`src/rtl/dac_init_pkg.sv`:
```
package dac_init_pkg;

  localparam int DW        = 8;
  localparam int NUM_FIXED = 14;
  localparam int FIX_IW    = 4;

  // select codes: {high line, low line}
  localparam logic [1:0] SEL_ADDR = 2'b00;
  localparam logic [1:0] SEL_PAL  = 2'b01;
  localparam logic [1:0] SEL_IND  = 2'b10;
  localparam logic [1:0] SEL_MODE = 2'b11;

  // mode register: running value and the two bits that get toggled
  localparam logic [DW-1:0] MODE_BASE      = 8'h09;
  localparam int            PIPE_RST_BIT   = 0;
  localparam int            LOAD_SYNC_BIT  = 5;

  typedef struct packed {
    logic [1:0]    sel;
    logic [DW-1:0] data;
  } bus_word_t;

  // mode write k of 0..4: pipeline reset 1-0-1 then load sync 0-1-0
  function automatic logic [DW-1:0] mode_value(input logic [FIX_IW-1:0] k);
    logic [DW-1:0] v;
    v = MODE_BASE;
    if (k == 4'd1) v[PIPE_RST_BIT]  = 1'b0;
    if (k == 4'd3) v[LOAD_SYNC_BIT] = 1'b1;
    return v;
  endfunction

  // the fixed prologue before the palette ramp
  function automatic bus_word_t fixed_word(input logic [FIX_IW-1:0] idx);
    bus_word_t w;
    w.sel  = SEL_ADDR;
    w.data = '0;
    case (idx)
      4'd0, 4'd1, 4'd2, 4'd3, 4'd4: begin
        w.sel  = SEL_MODE;
        w.data = mode_value(idx);
      end
      4'd5:  w.data = 8'h04;                          // pixel mask address
      4'd6:  begin w.sel = SEL_IND; w.data = 8'hFF; end
      4'd7:  w.data = 8'h05;                          // command 1 address
      4'd8:  begin w.sel = SEL_IND; w.data = 8'h00; end
      4'd9:  w.data = 8'h06;                          // command 2 address
      4'd10: begin w.sel = SEL_IND; w.data = 8'hEC; end
      4'd11: w.data = 8'h07;                          // command 3 address
      4'd12: begin w.sel = SEL_IND; w.data = 8'h40; end
      default: w.data = 8'h00;                        // palette start address
    endcase
    return w;
  endfunction

  function automatic int unsigned total_writes(input int unsigned entries);
    return NUM_FIXED + 3 * entries;
  endfunction

  function automatic int unsigned write_period(input int unsigned gap);
    return 2 * gap + 2;
  endfunction

endpackage

```
`src/rtl/dac_bus_writer.sv`:
```
module dac_bus_writer
  import dac_init_pkg::*;
#(
  parameter int GAP = 1
) (
  input  logic      clk,
  input  logic      rst_n,
  input  logic      go,
  input  bus_word_t word_in,
  output bus_word_t bus_word,
  output logic      bus_rw_n,
  output logic      bus_wr,
  output logic      wr_idle,
  output logic      wr_ack
);

  localparam int CW = (GAP > 1) ? $clog2(GAP) : 1;
  localparam logic [CW-1:0] CNT_LAST = CW'(GAP - 1);

  typedef enum logic [1:0] {W_IDLE, W_SETUP, W_STROBE, W_HOLD} wstate_t;

  wstate_t       st;
  logic [CW-1:0] cnt;
  logic          cnt_end;

  assign cnt_end = (cnt == CNT_LAST);

  always_ff @(posedge clk) begin
    if (!rst_n) begin
      st       <= W_IDLE;
      cnt      <= '0;
      bus_word <= '0;
      bus_rw_n <= 1'b1;
    end else begin
      case (st)
        W_IDLE: if (go) begin
          bus_word <= word_in;
          bus_rw_n <= 1'b0;
          cnt      <= '0;
          st       <= W_SETUP;
        end
        W_SETUP: if (cnt_end) begin
          cnt <= '0;
          st  <= W_STROBE;
        end else begin
          cnt <= cnt + 1'b1;
        end
        W_STROBE: st <= W_HOLD;
        W_HOLD: if (cnt_end) begin
          cnt      <= '0;
          bus_rw_n <= 1'b1;
          st       <= W_IDLE;
        end else begin
          cnt <= cnt + 1'b1;
        end
        default: st <= W_IDLE;
      endcase
    end
  end

  assign bus_wr  = (st == W_STROBE);
  assign wr_idle = (st == W_IDLE);
  assign wr_ack  = (st == W_HOLD) && cnt_end;

endmodule

```
`src/rtl/dac_step_gen.sv`:
```
module dac_step_gen
  import dac_init_pkg::*;
#(
  parameter int ENTRIES = 256
) (
  input  logic      clk,
  input  logic      rst_n,
  input  logic      restart,
  input  logic      advance,
  output bus_word_t word,
  output logic      last
);

  localparam int EW = (ENTRIES > 1) ? $clog2(ENTRIES) : 1;
  localparam logic [EW-1:0]     ENTRY_LAST = EW'(ENTRIES - 1);
  localparam logic [FIX_IW-1:0] FIX_LAST   = FIX_IW'(NUM_FIXED - 1);

  typedef enum logic {PH_FIXED, PH_PAL} phase_t;

  phase_t            phase;
  logic [FIX_IW-1:0] fidx;
  logic [EW-1:0]     entry;
  logic [1:0]        color;   // 0 red, 1 green, 2 blue

  always_ff @(posedge clk) begin
    if (!rst_n || restart) begin
      phase <= PH_FIXED;
      fidx  <= '0;
      entry <= '0;
      color <= '0;
    end else if (advance) begin
      if (phase == PH_FIXED) begin
        if (fidx == FIX_LAST) phase <= PH_PAL;
        else                  fidx  <= fidx + 1'b1;
      end else if (color == 2'd2) begin
        color <= '0;
        entry <= entry + 1'b1;
      end else begin
        color <= color + 1'b1;
      end
    end
  end

  always_comb begin
    if (phase == PH_FIXED) begin
      word = fixed_word(fidx);
    end else begin
      word.sel  = SEL_PAL;
      word.data = DW'(entry);
    end
  end

  assign last = (phase == PH_PAL) && (color == 2'd2) && (entry == ENTRY_LAST);

endmodule

```
`src/rtl/dac_run_ctl.sv`:
```
module dac_run_ctl (
  input  logic clk,
  input  logic rst_n,
  input  logic start,
  input  logic wr_ack,
  input  logic step_last,
  output logic go,
  output logic restart,
  output logic advance,
  output logic done,
  output logic running
);

  typedef enum logic [1:0] {RC_IDLE, RC_ISSUE, RC_WAIT} rstate_t;

  rstate_t st;

  always_ff @(posedge clk) begin
    if (!rst_n) begin
      st   <= RC_ISSUE;   // run begins on its own out of reset
      done <= 1'b0;
    end else begin
      done <= 1'b0;
      case (st)
        RC_IDLE:  if (start) st <= RC_ISSUE;
        RC_ISSUE: st <= RC_WAIT;
        RC_WAIT:  if (wr_ack) begin
          if (step_last) begin
            st   <= RC_IDLE;
            done <= 1'b1;
          end else begin
            st <= RC_ISSUE;
          end
        end
        default: st <= RC_IDLE;
      endcase
    end
  end

  assign go      = (st == RC_ISSUE);
  assign restart = (st == RC_IDLE) && start;
  assign advance = (st == RC_WAIT) && wr_ack && !step_last;
  assign running = (st != RC_IDLE);

endmodule

```
`src/rtl/dac_init_seq.sv`:
```
module dac_init_seq
  import dac_init_pkg::*;
#(
  parameter int ENTRIES = 256,
  parameter int GAP     = 1
) (
  input  logic          clk,
  input  logic          rst_n,
  input  logic          start,
  output logic [1:0]    bus_sel,
  output logic          bus_rw_n,
  output logic [DW-1:0] bus_data,
  output logic          bus_wr,
  output logic          done
);

  // named internal events, observed by the bound checker
  bus_word_t cur_word;
  bus_word_t out_word;
  logic      step_go;
  logic      step_restart;
  logic      step_advance;
  logic      step_last;
  logic      wr_idle;
  logic      wr_ack;
  logic      running;

  dac_run_ctl u_ctl (
    .clk       (clk),
    .rst_n     (rst_n),
    .start     (start),
    .wr_ack    (wr_ack),
    .step_last (step_last),
    .go        (step_go),
    .restart   (step_restart),
    .advance   (step_advance),
    .done      (done),
    .running   (running)
  );

  dac_step_gen #(.ENTRIES(ENTRIES)) u_steps (
    .clk     (clk),
    .rst_n   (rst_n),
    .restart (step_restart),
    .advance (step_advance),
    .word    (cur_word),
    .last    (step_last)
  );

  dac_bus_writer #(.GAP(GAP)) u_writer (
    .clk      (clk),
    .rst_n    (rst_n),
    .go       (step_go),
    .word_in  (cur_word),
    .bus_word (out_word),
    .bus_rw_n (bus_rw_n),
    .bus_wr   (bus_wr),
    .wr_idle  (wr_idle),
    .wr_ack   (wr_ack)
  );

  assign bus_sel  = out_word.sel;
  assign bus_data = out_word.data;

endmodule

```
`config.mk`:
```
export PLATFORM = sky130hd
export DESIGN_NAME = dac_init_seq
export DESIGN_NICKNAME = d
export VERILOG_FILES = /design/src/rtl/dac_init_pkg.sv /design/src/rtl/dac_bus_writer.sv /design/src/rtl/dac_step_gen.sv /design/src/rtl/dac_run_ctl.sv /design/src/rtl/dac_init_seq.sv
export SDC_FILE = /design/constraint.sdc
export NUM_CORES = 1
export LEC_CHECK = 0
export CAP_MARGIN = 0
export CELL_PAD_IN_SITES_DETAIL_PLACEMENT = 1
export CELL_PAD_IN_SITES_GLOBAL_PLACEMENT = 1
export CORE_UTILIZATION = 34
export CTS_BUF_LIST = sky130_fd_sc_hd__clkbuf_4
export CTS_CLUSTER_DIAMETER = 120
export DETAILED_ROUTE_END_ITERATION = 8
export GPL_TIMING_DRIVEN = 1
export HOLD_SLACK_MARGIN = 0.06
export PLACE_DENSITY = 0.75
export SLEW_MARGIN = 25
export SYNTH_ARGS = -nofsm -noshare
export SYNTH_HDL_FRONTEND = slang
export SYNTH_HIERARCHICAL = 1
export SYNTH_SLANG_ARGS = --single-unit
```
`constraint.sdc`:
```
create_clock -name clk -period 5.7 [get_ports clk]
set_input_delay 0.57 -clock clk [delete_from_list [all_inputs] [get_ports clk]]
set_output_delay 0.57 -clock clk [all_outputs]
set_load 0.05 [all_outputs]
```
Word level (Yosys, flattened, before mapping)
Cells that the tools add are included.
Widths: inputs -> output; s select.
Word-level totals
  logic and storage cells: 91
  output and inout port bits: 13
  bits of input ports: 3
  bits in registers: 32
Cells by class
  reductions and logical operators: 26
  equality and inequality tests: 25
  add/sub/neg operators: 4
  multiplexer cells: 22
  bitwise gates (word level): 3
Operators by type and width (number)
  $pmux 8 s8: 1
  $eq 4x4->1 const B: 6
  $eq 4x3->1 const B: 4
  $reduce_and 3->1: 5
  $mux 2: 6
  $mux 10: 1
  $mux 1: 9
  $add 8x1->8 const B: 1
  $eq 2x2->1 const B: 4
  $eq 4x2->1 const B: 2
  $eq 8x8->1 const B: 1
  $ne 2x2->1 const B: 4
  $pmux 2 s4: 1
  $reduce_and 2->1: 4
  $logic_and 1x1->1: 6
  $pmux 2 s3: 1
  $reduce_or 5->1: 1
  $add 4x1->4 const B: 1
  $eq 2x1->1 const B: 2
  $eq 4x1->1 const B: 1
  $logic_not 2->1: 2
  $logic_not 4->1: 1
  $pmux 1 s2: 2
  $pmux 2 s2: 1
  other kinds (9): 13

Depth between registers and ports, before layout
Gate-level depths: netlist (run 1).
  depth in word-level cells: 6
  mapped depth: 8
  mapped depth without buffers: 7

By module
The synthesis (run 1) kept the hierarchy.
Modules (own cells, without submodules)
  dac_step_gen: cells an instance 131, instances 1, seq. area each 300.3 sq um, area an instance 1028.5 sq um
  dac_bus_writer: cells an instance 64, instances 1, seq. area each 260.2 sq um, area an instance 553.0 sq um
  dac_run_ctl: cells an instance 13, instances 1, seq. area each 60.1 sq um, area an instance 135.1 sq um

Worst setup path after synthesis (run 1)
No wires, ideal clock.
  path kind: reg-to-reg
  from: register u_steps.entry[0]
  to: register u_steps.entry[3]
  setup time: 0.070 ns
  data arrival time: 2.110 ns
  cell stages (with the launch flop): 8
  path slack: 3.519 ns
  buffers on the path: 0
  clock period less this slack: 2.181 ns
  cells stage by stage: dfxtp_1 ha_1 nand3_1 nor4_1 nor4bb_2 nand4b_4 or4_1 a21oi_1
Between the ends
  cells in the longest elaborated chain, start to end: 5
RTL lines
  start, declared: RTL line dac_step_gen.sv:22  | logic [EW-1:0] entry;
  start signal, assigned: RTL line dac_step_gen.sv:37  | entry <= entry + 1'b1;
  $eq 8x8->1: RTL line dac_step_gen.sv:53  | assign last = (phase == PH_PAL) && (color == 2'd2) && (entry == ENTRY_LAST);
  $logic_and 1x1->1: RTL line dac_step_gen.sv:53
  named net step_last: RTL line dac_init_seq.sv:23  | logic step_last;
  $logic_not 1->1: RTL line dac_run_ctl.sv:42  | assign advance = (st == RC_WAIT) && wr_ack && !step_last;
  $logic_and 1x1->1: RTL line dac_run_ctl.sv:42
  named net step_advance: RTL line dac_init_seq.sv:22  | logic step_advance;
  $reduce_and 3->1 (no line)
The timed path passes the listed nets, and every way through them passes these cells.
A chain may end at the register's enable or synchronous reset.

Final worst setup path (run 1)
  from: register u_steps.phase
  to: register u_steps.entry[5]
Between the ends
  cells in the longest elaborated chain, start to end: 5
RTL lines
  start, declared: RTL line dac_step_gen.sv:20  | phase_t phase;
  start signal, assigned: RTL line dac_step_gen.sv:27  | phase <= PH_FIXED;
  start signal, assigned: RTL line dac_step_gen.sv:33  | if (fidx == FIX_LAST) phase <= PH_PAL;
  $logic_and 1x1->1 (2 in a row): RTL line dac_step_gen.sv:53
  named net step_last: RTL line dac_init_seq.sv:23
  $logic_not 1->1: RTL line dac_run_ctl.sv:42
  $logic_and 1x1->1: RTL line dac_run_ctl.sv:42
  named net step_advance: RTL line dac_init_seq.sv:22
  $reduce_and 3->1 (no line)
The timed path passes the listed nets, and every way through them passes these cells.

==> results of run 1 <==
-- state kept, by name, indices dropped and copies added (netlist names) --
| signal | count |
|---|---|
| u_ctl/st | 2 |
| u_writer/bus_rw_n | 1 |
| u_writer/st | 2 |
| u_writer/bus_word | 10 |
| u_steps/entry | 8 |
| u_steps/phase | 1 |
| u_steps/fidx | 4 |
| u_steps/color | 2 |
| u_ctl/done | 1 |
-- path summary, 6_finish.rpt --
kind	start	end	slack [ps]	cells past startpoint
worst max-delay path	u_steps/phase$_SDFFE_PP0P_	u_steps/entry[5]$_SDFFE_PP0P_	3150	6
worst min-delay path	u_writer/bus_word[0]$_SDFFE_PN0P_	u_writer/bus_word[0]$_SDFFE_PN0P_	460	2
worst max register to register	u_steps/phase$_SDFFE_PP0P_	u_steps/entry[5]$_SDFFE_PP0P_	3150	6
worst min register to register	u_writer/bus_word[0]$_SDFFE_PN0P_	u_writer/bus_word[0]$_SDFFE_PN0P_	460	2
-- stage by stage --
step	setup WS (ps)	instances	area [sq um]	util, %
after floorplan	3520	207	1710	-
after global placement	3250	280	1900	39.7
final	3150	287	1950	40.7
after detailed placement	3160	280	1900	39.7
after CTS	3150	287	1950	40.7
after global routing	2950	287	1950	40.7
-- power by group --
group	switching (uW)	total [uW]	internal, uW
Sequential	10.4	244	233
Combinational	95.4	147	51.4
Clock	75.2	119	43.6
Total	181	509	328
-- final cells by class --
class	count	area share, %
Multi-Input combinational cell	155	51.4
Inverter	12	2.31
Timing Repair Buffer	15	7.71
Clock inverter	2	0.450
Tap cell	67	4.30
Clock buffer	5	1.93
Sequential cell	31	31.9
-- placed cells by master, fill, tap and decap left out, types with 2 or more instances in the layout --
master and count:
nand2_1 37, nand3_1 7, o21ai_1 7, dfxtp_1 31, a211oi_1 2, o31ai_1 4, nor4_1 2, ha_1 9
nor3b_1 4, clkdlybuf4s50_1 15, nand4_1 4, nor2b_1 4, nor2_1 7, a21boi_1 10, nand2b_1 8, a21oi_1 16
inv_1 12, or3_1 2, clkbuf_4 5, or4_1 2, mux2_2 2, mux2i_1 5
-- metal layers --
layer	global-route usage (%)	part of all wire (%)	vias up
li1	-	-	747
met1	20.1	49	696
met2	25.5	47	19
met3	3.31	2.7	5
met4	7.19	1.5	0
met5	0	0	-
-- critical path, stage by stage, from the launching register on --
cell	delay, ps
dfxtp_1	600
nand3_1	180
nor4_1	80
nor4bb_2	730
nand4b_4	230
or4_1	520
a21oi_1	150
==> results.cfg, run 1 <==
[run_status]
status = complete, no violations

[floorplanning]
die_x_microns = 72.9
die_h_microns = 72.9
die_area_sq_mm = 0.00532
io_pins = 16
start_util_pct = 35.7
design.core.area_sq_mm = 0.00479
num_rows = 25

[run]
max_cap_violations = 0

[drt]
drt_iter0_markers = 51
drt-pass1-iter-count = 4
wl_per_cell_microns = 13.3
postRouteAntennaNets = 0
drcViolationCount = 0
drt-total-wl_microns = 3830
vias = 1467
via_per_inst = 5.11

[finish]
drive_above_1_share_pct = 5.00
fill_cells = 603
nNetsFinal = 232
multiInputGateArea_sq_mm = 0.00100
insertedDiodeCount = 0
final-seq-area_sq_um = 621
area_delta_synth_final_pct = 13.9

[critical_path]
end_kind = flop
cp.arrival_ps = 2810
required_ps = 5960
start_kind = flop
crit_type = flop to flop
crit_path_max_fanout = 25

[global_route]
grt_first_pass_wirelength_microns = 6350
gr-total-overflow = 0
grt_use_total_pct = 15.8
antenna_found_initial = 0
grt_pass1_vias = 1413
grt_max_degree = 26

[power]
cellPowerDensity_mw_per_mm2 = 261
p_leak_uw = 0.000725
vdd_drop_max_mv = 0.153
power_uw = 509

[clock_network]
cts.reportedPaths.clkPinSlew_ps = 100
cts_buffers = 5
post_cts_buffers = 0
hold_buffers = 0
root_buffer = clkbuf_4
clkLatencyLatePin_ps = 330
cts_sinks = 31
cts_max_level = 2
cts_tree = yes
clockBufferDepth = 2
post_cts_resized = 0

[synthesis]
synth_nets = 219
postSynthAreaPerCell_sq_um = 8.26
yosysWarningCount = 6
syn_inst = 207
synthesis.area_sq_mm = 0.00171

[placed_design]
place.gp.congestion = 0.823
dp_hpwl_microns = 2780
io_buffers = 15

[hold_path]
hp-class = flop to flop

[sta]
min_period_ps = 2550
slew-limit-headroom_pct = 42.4
rsz0062_at_grt = no
fin_hold_ws_ps = 456
layout_worst_path_cycle_share_pct = 44.7
finalClockSkew_ps = 9.71
clock.fmax_ghz = 0.393
setup_tns_ps = 0
slew_viol_final = 0
setup_viol = 0
worst_pin_slew_ps = 863
hold_violations = 0
No activity file was read; power rests on OpenSTA's default activity.
==> run 2, diff against run 1 <==
==> constraint.sdc (replaced) <==
create_clock -name clk -period 2.66 [get_ports clk]
set_input_delay 0.266 -clock clk [delete_from_list [all_inputs] [get_ports clk]]
set_output_delay 0.266 -clock clk [all_outputs]
set_load 0.05 [all_outputs]
==> run 2 against run 1 <==
Sequential power is 110% higher; global-route usage is 1.1 points higher; fmax is 12% higher; clock power grew to 3.0 times the previous value; power is 140% higher; critical path type unchanged; critical endpoint is now u_steps/entry[3]$_SDFFE_PP0P_; non-clock buffer count is 3 higher.
==> results.cfg, run 2 (synthesis results as in run 1) <==
[critical_path]
slowest_delay_ps = 520
cp_cell_sequence = ha_1 > nand3_1 > nor4_1 > nor4bb_4 > nand4b_4 > or4_1 > a21oi_1
crit_path_max_fanout = 8
required_ps = 2930
rr_worst_depth = 7
crit_type = flop to flop
cp.arrival_ps = 2540
crit_slowest_cell = nor4bb_4
end_kind = flop
start_kind = flop

[finish]
largest-register = u_writer/bus_word
finalNonFillerCells = 291
drive_above_1_share_pct = 6.70
fill_cells = 580
largest_reg_flops = 10
final_cell_mix = nand2_1 (37), dfxtp_1 (31), a21oi_1 (16)
multiInputGateArea_sq_mm = 0.00101
final_area_sq_mm = 0.00201
insertedDiodeCount = 0
final_common_cell = nand2_1
area_delta_synth_final_pct = 17.5
largestRegisters = u_writer/bus_word x10, u_steps/entry x8, u_steps/fidx x4
nNetsFinal = 235
final-seq-area_sq_um = 621

[floorplanning]
io_pins = 16
num_rows = 25
die_area_sq_mm = 0.00532
die_x_microns = 72.9
die_h_microns = 72.9
start_util_pct = 35.7
design.core.area_sq_mm = 0.00479

[hold_path]
hp-class = flop to flop
hold_depth = 2

[global_route]
grt_max_degree = 25
grt_first_pass_wirelength_microns = 6920
gr-total-overflow = 0
antenna_found_initial = 0
grt_use_total_pct = 16.9
grt_pass1_vias = 1483

[placed_design]
placed_cells = 283
place.gp.congestion = 0.824
io_buffers = 15
place_area_sq_mm = 0.00192
dp_hpwl_microns = 2800

[power]
cellPowerDensity_mw_per_mm2 = 601
p_leak_uw = 0.000756
vdd_drop_max_mv = 0.358

[run]
max_cap_violations = 0

[drt]
drt-pass1-iter-count = 4
wl_per_cell_microns = 13.1
drt_iter0_markers = 104
vias = 1481
via_per_inst = 5.09
drt-total-wl_microns = 3810
drcViolationCount = 0
postRouteAntennaNets = 0

[sta]
layout_worst_path_cycle_share_pct = 85.2
setup_tns_ps = 0
rsz0062_at_grt = no
hold_violations = 0
clock.fmax_ghz = 0.441
slew_viol_final = 0
fin_hold_ws_ps = 462
slew-limit-headroom_pct = 59.5
setup_viol = 0
finalClockSkew_ps = 4.15
worst_pin_slew_ps = 603
min_period_ps = 2270

[clock_network]
cts_sinks = 31
cts.reportedPaths.clkPinSlew_ps = 100
hold_buffers = 0
cts_tree = yes
clockBufferDepth = 2
cts_max_level = 2
cts_buffers = 5
clkLatencyLatePin_ps = 330
root_buffer = clkbuf_4

[run_status]
status = complete, no violations
==> run 2: path summary, 6_finish.rpt <==
kind / from / end / slack [ps]
worst max-delay path: u_steps/entry[0]$_SDFFE_PP0P_ / u_steps/entry[3]$_SDFFE_PP0P_ / 390
worst max register to register: u_steps/entry[0]$_SDFFE_PP0P_ / u_steps/entry[3]$_SDFFE_PP0P_ / 390
worst min-delay path: u_writer/bus_word[3]$_SDFFE_PN0P_ / u_writer/bus_word[3]$_SDFFE_PN0P_ / 460
worst min register to register: u_writer/bus_word[3]$_SDFFE_PN0P_ / u_writer/bus_word[3]$_SDFFE_PN0P_ / 460
==> run 2: repair_timing <==
| item | 4_1_cts | 5_1_grt |
|---|---|---|
| hold endpoints to repair | 0 | 0 |
| setup endpoints to repair | 0 | 3 |
| buffers inserted | 0 | 0 |
| gates resized for setup | 0 | 1 |
==> run 2: metrics by stage <==
step | worst slack (ps) | utilization (%) | total power, uW
after detailed placement | 176 | 40.2 | 857
after global placement | 277 | 40.2 | 851
after floorplan | 479 | - | 771
final | 394 | 42.0 | 1210
after global routing | 175 | 42.0 | 1290
after CTS | 146 | 41.8 | 1230
==> run 2: area by class of cell <==
class	instances	share of cell area, %
multi-input combinational	155	50.3
sequential	31	30.9
timing repair buffer	18	8.59
tap	67	4.17
inverter	12	2.24
clock inverter	3	1.93
clock buffer	5	1.87
==> run 2: per-layer routing <==
| metal | vias up | share of wire (%) | track usage [%] |
|---|---|---|---|
| met5 | - | 0 | 0 |
| met4 | 0 | 1.2 | 5.23 |
| met3 | 5 | 2.9 | 4.14 |
| met2 | 17 | 48 | 27.9 |
| met1 | 705 | 48 | 21.7 |
| li1 | 754 | - | - |
==> run 2: worst max-delay path: cells and delay by family (launching register included) <==
family | cells | cell delay, ps
and+or+nand+nor | 5 | 1430
AOI/OAI and AO/OA | 1 | 150
DFF | 1 | 360
adders and majority gates | 1 | 270
==> run 2: power breakdown <==
group / internal (uW) / total [uW] / switching (uW)
Sequential: 500 / 524 / 23.8
Clock: 193 / 362 / 169
Combinational: 114 / 322 / 207
==> run 3, diff against run 2 <==
--- a/config.mk
+++ b/config.mk
@@ -15,6 +15,7 @@
 export GPL_TIMING_DRIVEN = 1
 export HOLD_SLACK_MARGIN = 0.06
 export PLACE_DENSITY = 0.75
+export SETUP_SLACK_MARGIN = 0.1
 export SLEW_MARGIN = 25
 export SYNTH_ARGS = -nofsm -noshare
 export SYNTH_HDL_FRONTEND = slang
==> results of run 3 <==
No change in the layout: final DEF, timing and power equal those of run 2.
